`config.mk`:
```
export PLATFORM = sky130hd
export DESIGN_NAME = icv_report_ctrl
export DESIGN_NICKNAME = d
export VERILOG_FILES = /design/src/rtl/icv_pkg.sv /design/src/rtl/icv_mode_reg.sv /design/src/rtl/icv_byte_cmp.sv /design/src/rtl/icv_report_ctrl.sv
export SDC_FILE = /design/constraint.sdc
export NUM_CORES = 1
export LEC_CHECK = 0
export ABC_AREA = 1
export BUFFER_PORTS_ARGS = -buffer_cell sky130_fd_sc_hd__buf_2
export CELL_PAD_IN_SITES_DETAIL_PLACEMENT = 1
export CELL_PAD_IN_SITES_GLOBAL_PLACEMENT = 1
export CORE_ASPECT_RATIO = 1.4
export CORE_MARGIN = 10
export CORE_UTILIZATION = 22
export CTS_BUF_LIST = sky130_fd_sc_hd__clkbuf_4
export DETAILED_ROUTE_END_ITERATION = 16
export GPL_ROUTABILITY_DRIVEN = 0
export PLACE_DENSITY = 0.94
export SYNTH_ARGS = -nofsm -noshare
export SYNTH_HDL_FRONTEND = slang
export SYNTH_HIERARCHICAL = 1
export SYNTH_SLANG_ARGS = --single-unit
```
`constraint.sdc`:
```
create_clock -name clk -period 3.1 [get_ports clk]
set_input_delay 0.155 -clock clk [delete_from_list [all_inputs] [get_ports clk]]
set_output_delay 0.155 -clock clk [all_outputs]
set_load 0.005 [all_outputs]
```
`src/rtl/icv_pkg.sv`:
```
`timescale 1ns/1ps
package icv_pkg;

    // Sticky status word, bit 0 is completion.
    typedef struct packed {
        logic ctx_err;
        logic data_err;
        logic icv_fail;
        logic done;
    } icv_stat_t;

    localparam int STAT_W = $bits(icv_stat_t);

    // Where the pass/fail outcome of a job is reported.
    typedef enum logic [1:0] {
        PATH_WB     = 2'd0,
        PATH_IRQ    = 2'd1,
        PATH_SILENT = 2'd2
    } rpt_path_e;

    // Single-cycle event outputs.
    typedef struct packed {
        logic done;
        logic err;
        logic wb;
    } pulse_t;

    function automatic rpt_path_e pick_path(input logic wa, input logic wb, input logic mask);
        if (wa || wb)
            return PATH_WB;
        else if (!mask)
            return PATH_IRQ;
        else
            return PATH_SILENT;
    endfunction

endpackage

```
`src/rtl/icv_mode_reg.sv`:
```
`timescale 1ns/1ps
module icv_mode_reg #(
    parameter int                MODE_W    = 8,
    parameter logic [MODE_W-1:0] RSVD_MASK = 8'h80
) (
    input  logic              clk,
    input  logic              rst,
    input  logic              reinit_i,
    input  logic              wr_en_i,
    input  logic [MODE_W-1:0] wdata_i,
    input  logic              busy_i,
    output logic [MODE_W-1:0] mode_o,
    output logic              data_err_o,
    output logic              ctx_err_o
);

    logic [MODE_W-1:0] mode_q;
    logic              rsvd_hit;
    logic              load;

    always_comb begin
        rsvd_hit   = |(wdata_i & RSVD_MASK);
        ctx_err_o  = wr_en_i && !reinit_i && busy_i;
        data_err_o = wr_en_i && !reinit_i && !busy_i && rsvd_hit;
        load       = wr_en_i && !reinit_i && !busy_i && !rsvd_hit;
    end

    always_ff @(posedge clk) begin
        if (rst || reinit_i)
            mode_q <= '0;
        else if (load)
            mode_q <= wdata_i;
    end

    assign mode_o = mode_q;


    ctx_hold_chk: assert property (@(posedge clk) disable iff (rst)
        ctx_err_o |=> $stable(mode_q));


    rsvd_hold_chk: assert property (@(posedge clk) disable iff (rst)
        data_err_o |=> $stable(mode_q));


    reinit_clr_chk: assert property (@(posedge clk) disable iff (rst)
        reinit_i |=> (mode_q == '0));

endmodule

```
`src/rtl/icv_byte_cmp.sv`:
```
`timescale 1ns/1ps
module icv_byte_cmp #(
    parameter int BYTES = 16,
    parameter int LEN_W = $clog2(BYTES)
) (
    input  logic [BYTES*8-1:0] a_i,
    input  logic [BYTES*8-1:0] b_i,
    input  logic [LEN_W-1:0]   len_m1_i,
    input  logic               en_i,
    output logic               mismatch_o
);

    logic [BYTES-1:0] diff;

    for (genvar i = 0; i < BYTES; i++) begin : g_byte
        localparam logic [LEN_W:0] IDX = (LEN_W+1)'(i);
        assign diff[i] = (a_i[8*i +: 8] != b_i[8*i +: 8]) && (IDX <= {1'b0, len_m1_i});
    end

    assign mismatch_o = en_i && (|diff);

endmodule

```
`src/rtl/icv_report_ctrl.sv`:
```
`timescale 1ns/1ps
module icv_report_ctrl
    import icv_pkg::*;
#(
    parameter int ICV_BYTES = 16,
    parameter int MODE_W    = 8
) (
    input  logic                   clk,
    input  logic                   rst,
    input  logic                   reinit_i,
    input  logic                   cfg_we_i,
    input  logic                   cfg_sel_i,
    input  logic [MODE_W-1:0]      cfg_wdata_i,
    input  logic                   job_start_i,
    input  logic                   job_end_i,
    input  logic                   icv_chk_en_i,
    input  logic [ICV_BYTES*8-1:0] icv_calc_i,
    input  logic [ICV_BYTES*8-1:0] icv_ref_i,
    input  logic                   wb_en_a_i,
    input  logic                   wb_en_b_i,
    input  logic                   icv_err_mask_i,
    output logic                   done_irq_o,
    output logic                   err_irq_o,
    output logic                   wb_req_o,
    output logic [STAT_W-1:0]      status_o,
    output logic [MODE_W-1:0]      mode_o
);

    localparam int                LEN_W     = $clog2(ICV_BYTES);
    localparam logic [MODE_W-1:0] RSVD_MASK = {MODE_W{1'b1}} << (LEN_W + 3);

    logic      busy_q, busy_n;
    logic      fault_q, fault_n, fault_now;
    icv_stat_t stat_q, stat_n;
    pulse_t    pulse_q, pulse_n;
    logic      derr, cerr, mismatch, ending, stat_clr;
    rpt_path_e path;
    logic [MODE_W-1:0] mode_q;

    icv_mode_reg #(.MODE_W(MODE_W), .RSVD_MASK(RSVD_MASK)) u_mode (
        .clk        (clk),
        .rst        (rst),
        .reinit_i   (reinit_i),
        .wr_en_i    (cfg_we_i && !cfg_sel_i),
        .wdata_i    (cfg_wdata_i),
        .busy_i     (busy_q),
        .mode_o     (mode_q),
        .data_err_o (derr),
        .ctx_err_o  (cerr)
    );

    icv_byte_cmp #(.BYTES(ICV_BYTES), .LEN_W(LEN_W)) u_cmp (
        .a_i        (icv_calc_i),
        .b_i        (icv_ref_i),
        .len_m1_i   (mode_q[LEN_W-1:0]),
        .en_i       (icv_chk_en_i),
        .mismatch_o (mismatch)
    );

    always_comb begin
        ending    = busy_q && job_end_i;
        stat_clr  = cfg_we_i && cfg_sel_i;
        fault_now = fault_q || derr || cerr;
        path      = pick_path(wb_en_a_i, wb_en_b_i, icv_err_mask_i);

        stat_n = stat_q;
        if (stat_clr)
            stat_n = stat_q & ~icv_stat_t'(cfg_wdata_i[STAT_W-1:0]);
        if (derr) stat_n.data_err = 1'b1;
        if (cerr) stat_n.ctx_err  = 1'b1;

        pulse_n     = '0;
        pulse_n.err = derr || cerr;
        fault_n     = fault_now;
        busy_n      = busy_q;

        if (ending) begin
            busy_n  = 1'b0;
            fault_n = 1'b0;
            if (!fault_now) begin
                if (path == PATH_IRQ && mismatch) begin
                    pulse_n.err = 1'b1;
                end else begin
                    pulse_n.done = 1'b1;
                    pulse_n.wb   = (path == PATH_WB);
                    stat_n.done  = 1'b1;
                    if (path == PATH_WB && mismatch)
                        stat_n.icv_fail = 1'b1;
                end
            end
        end else if (!busy_q && job_start_i) begin
            busy_n = 1'b1;
        end
    end

    always_ff @(posedge clk) begin
        if (rst) begin
            busy_q  <= 1'b0;
            fault_q <= 1'b0;
            stat_q  <= '0;
            pulse_q <= '0;
        end else begin
            busy_q  <= busy_n;
            fault_q <= fault_n;
            stat_q  <= stat_n;
            pulse_q <= pulse_n;
        end
    end

    assign done_irq_o = pulse_q.done;
    assign err_irq_o  = pulse_q.err;
    assign wb_req_o   = pulse_q.wb;
    assign status_o   = stat_q;
    assign mode_o     = mode_q;


    done_err_excl_chk: assert property (@(posedge clk) disable iff (rst)
        !(done_irq_o && err_irq_o));


    wb_with_done_chk: assert property (@(posedge clk) disable iff (rst)
        wb_req_o |-> done_irq_o);


    done_pulse_chk: assert property (@(posedge clk) disable iff (rst)
        done_irq_o |=> !done_irq_o);


    done_src_chk: assert property (@(posedge clk) disable iff (rst)
        done_irq_o |-> $past(job_end_i));


    fail_path_chk: assert property (@(posedge clk) disable iff (rst)
        $rose(stat_q.icv_fail) |-> $past(wb_en_a_i || wb_en_b_i));

endmodule

```
==> impl_metrics.ini <==
[yosys]
synth_edf_count = 0
postSynth.asyncResetShare_pct = 0
synth-main-ff-cell = dfxtp_1
synth_warnings = 6
synthAdderAreaFrac_pct = 0
ys_types = 18
synthMuxAreaShare_pct = 0
synth_top_cell_by_area = xnor2_1
yosys.area_share.simple_pct = 38.2
synthXorXnorAreaFrac_pct = 40.3
synth_top_cells_by_count = nand2_1 (152), xnor2_1 (111), nor2_1 (67)
synth_compound_area_share_pct = 1.94
synthTopCellsByArea = xnor2_1 (38%), nand2_1 (22%), dfxtp_1 (13%)
netlist_area_um2 = 2580
syn_nets = 709
synth_most_common_cell = nand2_1
synth_top_area_share_pct = 37.6
synth-seq-cells = 17
synth_area_per_cell_um2 = 5.96
ys_seq_area_share_pct = 13.2
syn_inst = 434
synth_top_family_by_area = XOR/XNOR gates

[route]
wl_met2_um = 7840
vias = 3667
drcViolationCount = 0
wl_met3_um = 1000
drt_iter0_markers = 69
wl_per_cell_um = 15.8
drtAntennaViolNets = 0
first_pass_iters = 4
wl_met1_um = 4700
avgViaCountPerCell = 4.21
drt-total-wl_um = 13800
top_layer = met4

[cells_and_area]
multi_input_area_um2 = 2080
final_cell_count_no_fill = 871
nets = 1003
antenna_cells = 0
fillCellCount = 1625
syn_to_final_growth_pct = 64.0
regArea_um2 = 340
drive_gt1_share_pct = 42.1

[timing]
final.setup.tns_ns = 0
maxClockFrequency_mhz = 634
maxSlewHeadroom_pct = 80.1
maxSlewViolCount = 0
fin_ws_ns = 1.52
final.period_utilization_pct = 50.9
rsz0062_at_grt = no
setup-violations-final = 0
skew_ns = 0.00328
tightest_slew_ns = 0.296
min_period_ns = 1.58
hold_viol = 0

[die]
die-area_um2 = 16500
initial_core_util_pct = 22.7
rows = 46
ioPinCount = 290
die_w_um = 112
dieHeight_um = 148
core_area_um2 = 11400

[placed_design]
place_inst = 867
io_buffers = 289
hpwl_um = 13100
dp_slack_ns = 1.48

[clock_network]
postCtsSetupBuffers = 0
cts_tree = done
numClockSinks = 17
cts_resized = 0
hold_buffers = 0
cts_buffer_depth = 2
clkTransAtPathRegs_ns = 0.10
htreeDepth = 1
cts_made_buffers = 3
cts-root-buf = clkbuf_4
clk_latency_ns = 0.30

[pwr]
cellPowerDensity_nw_per_um2 = 193
power_uw = 818
leakagePower_nw = 2.27
irDropWorstVdd_uv = 262

[global_route]
antenna_found_initial = 0
grt_pass1_vias = 4153
grt_pass1_wl_um = 20900
grt_overflow = 0
grt_max_degree = 11
grt.total_usage_pct = 15.6

[worst_hold_path]
hold_class = in -> reg

[run]
maxCapViolCount = 0

[setup_path]
cp_data_arrival_time_ns = 1.79
rrSetupSlack_ns = 1.52
worst_setup_path_start_kind = register
critPathRequiredTime_ns = 3.31
crit_path_end_kind = register
cp_max_fo = 6
crit_type = reg -> reg

[status]
status = finished clean
-- where the power goes --
group,switching (mW),internal [mW],leakage (nW)
Sequential,0.00411,0.224,0.138
Combinational,0.203,0.262,2.11
Clock,0.0756,0.0483,0.0177
Total,0.283,0.535,2.27
-- worst max-delay path: stages, from the launching register on --
cell and delay (ns):
dfxtp_1 0.43, nand2_1 0.15, o21ai_0 0.21, nand2_1 0.07, nand2_1 0.06, nor2_1 0.04, nand2_1 0.07, nor2_1 0.05
nor2_1 0.16, nand3_1 0.10, nand2_1 0.09, nand2_1 0.05
-- placed cells by master (no fill, tap or decap) --
cell	n
xnor2_1	111
xor2_1	8
a21oi_1	4
o211a_1	1
inv_2	3
nand2_1	152
o21ai_0	4
nor3_1	2
nor2_1	67
nand3_1	7
clkinv_2	1
inv_1	41
nor2_4	1
nand3_2	2
nand4_1	7
dfxtp_1	17
nand2_2	1
buf_2	289
nor2_2	5
and3_2	1
clkbuf_4	3
-- final cells by class --
class | count | area share (%)
multi-input cells | 373 | 49.1
clock inverters | 1 | 0.118
well taps | 144 | 4.25
clock buffers | 3 | 0.531
repair buffers | 289 | 34.1
inverters | 44 | 3.90
flip-flops and latches | 17 | 8.03
-- kinds of logic after synthesis --
family,after synthesis
xor gates and xnor gates,119
DFF,17
AOI/OAI and AO/OA,9
and+or+nand+nor,245
buffers and inverters,44
-- path summary, 6_finish.rpt --
kind,start,end,cells after the start
min,job_start_i,busy_q,2
min reg2reg,u_mode/mode_o[7],u_mode/mode_o[7],2
max reg2reg,u_mode/mode_o[1],status_o[0],11
max,u_mode/mode_o[1],status_o[0],11
-- per-layer routing --
metal | GRT usage (%) | vias to the layer above
li1 | - | 1882
met5 | 0 | -
met3 | 4.71 | 14
met4 | 3.09 | 0
met2 | 32.1 | 148
met1 | 14.4 | 1623
-- stage by stage --
step	hold WS (ns)	util (%)	cell area (um^2)
2_1_floorplan	0.224	-	2580
3_3_place_gp	0.379	37.0	4210
3_5_place_dp	0.387	37.0	4210
4_1_cts	0.0539	37.2	4240
5_1_grt	0.0584	37.2	4240
6_report	0.0650	37.2	4240
-- state kept, by name, indices dropped and copies added (netlist names) --
signal,count
status_o,4
busy_q,1
wb_req_o,1
err_irq_o,1
u_mode/mode_o,8
done_irq_o,1
fault_q,1
Note: power is estimated with default switching activity, not from simulation.
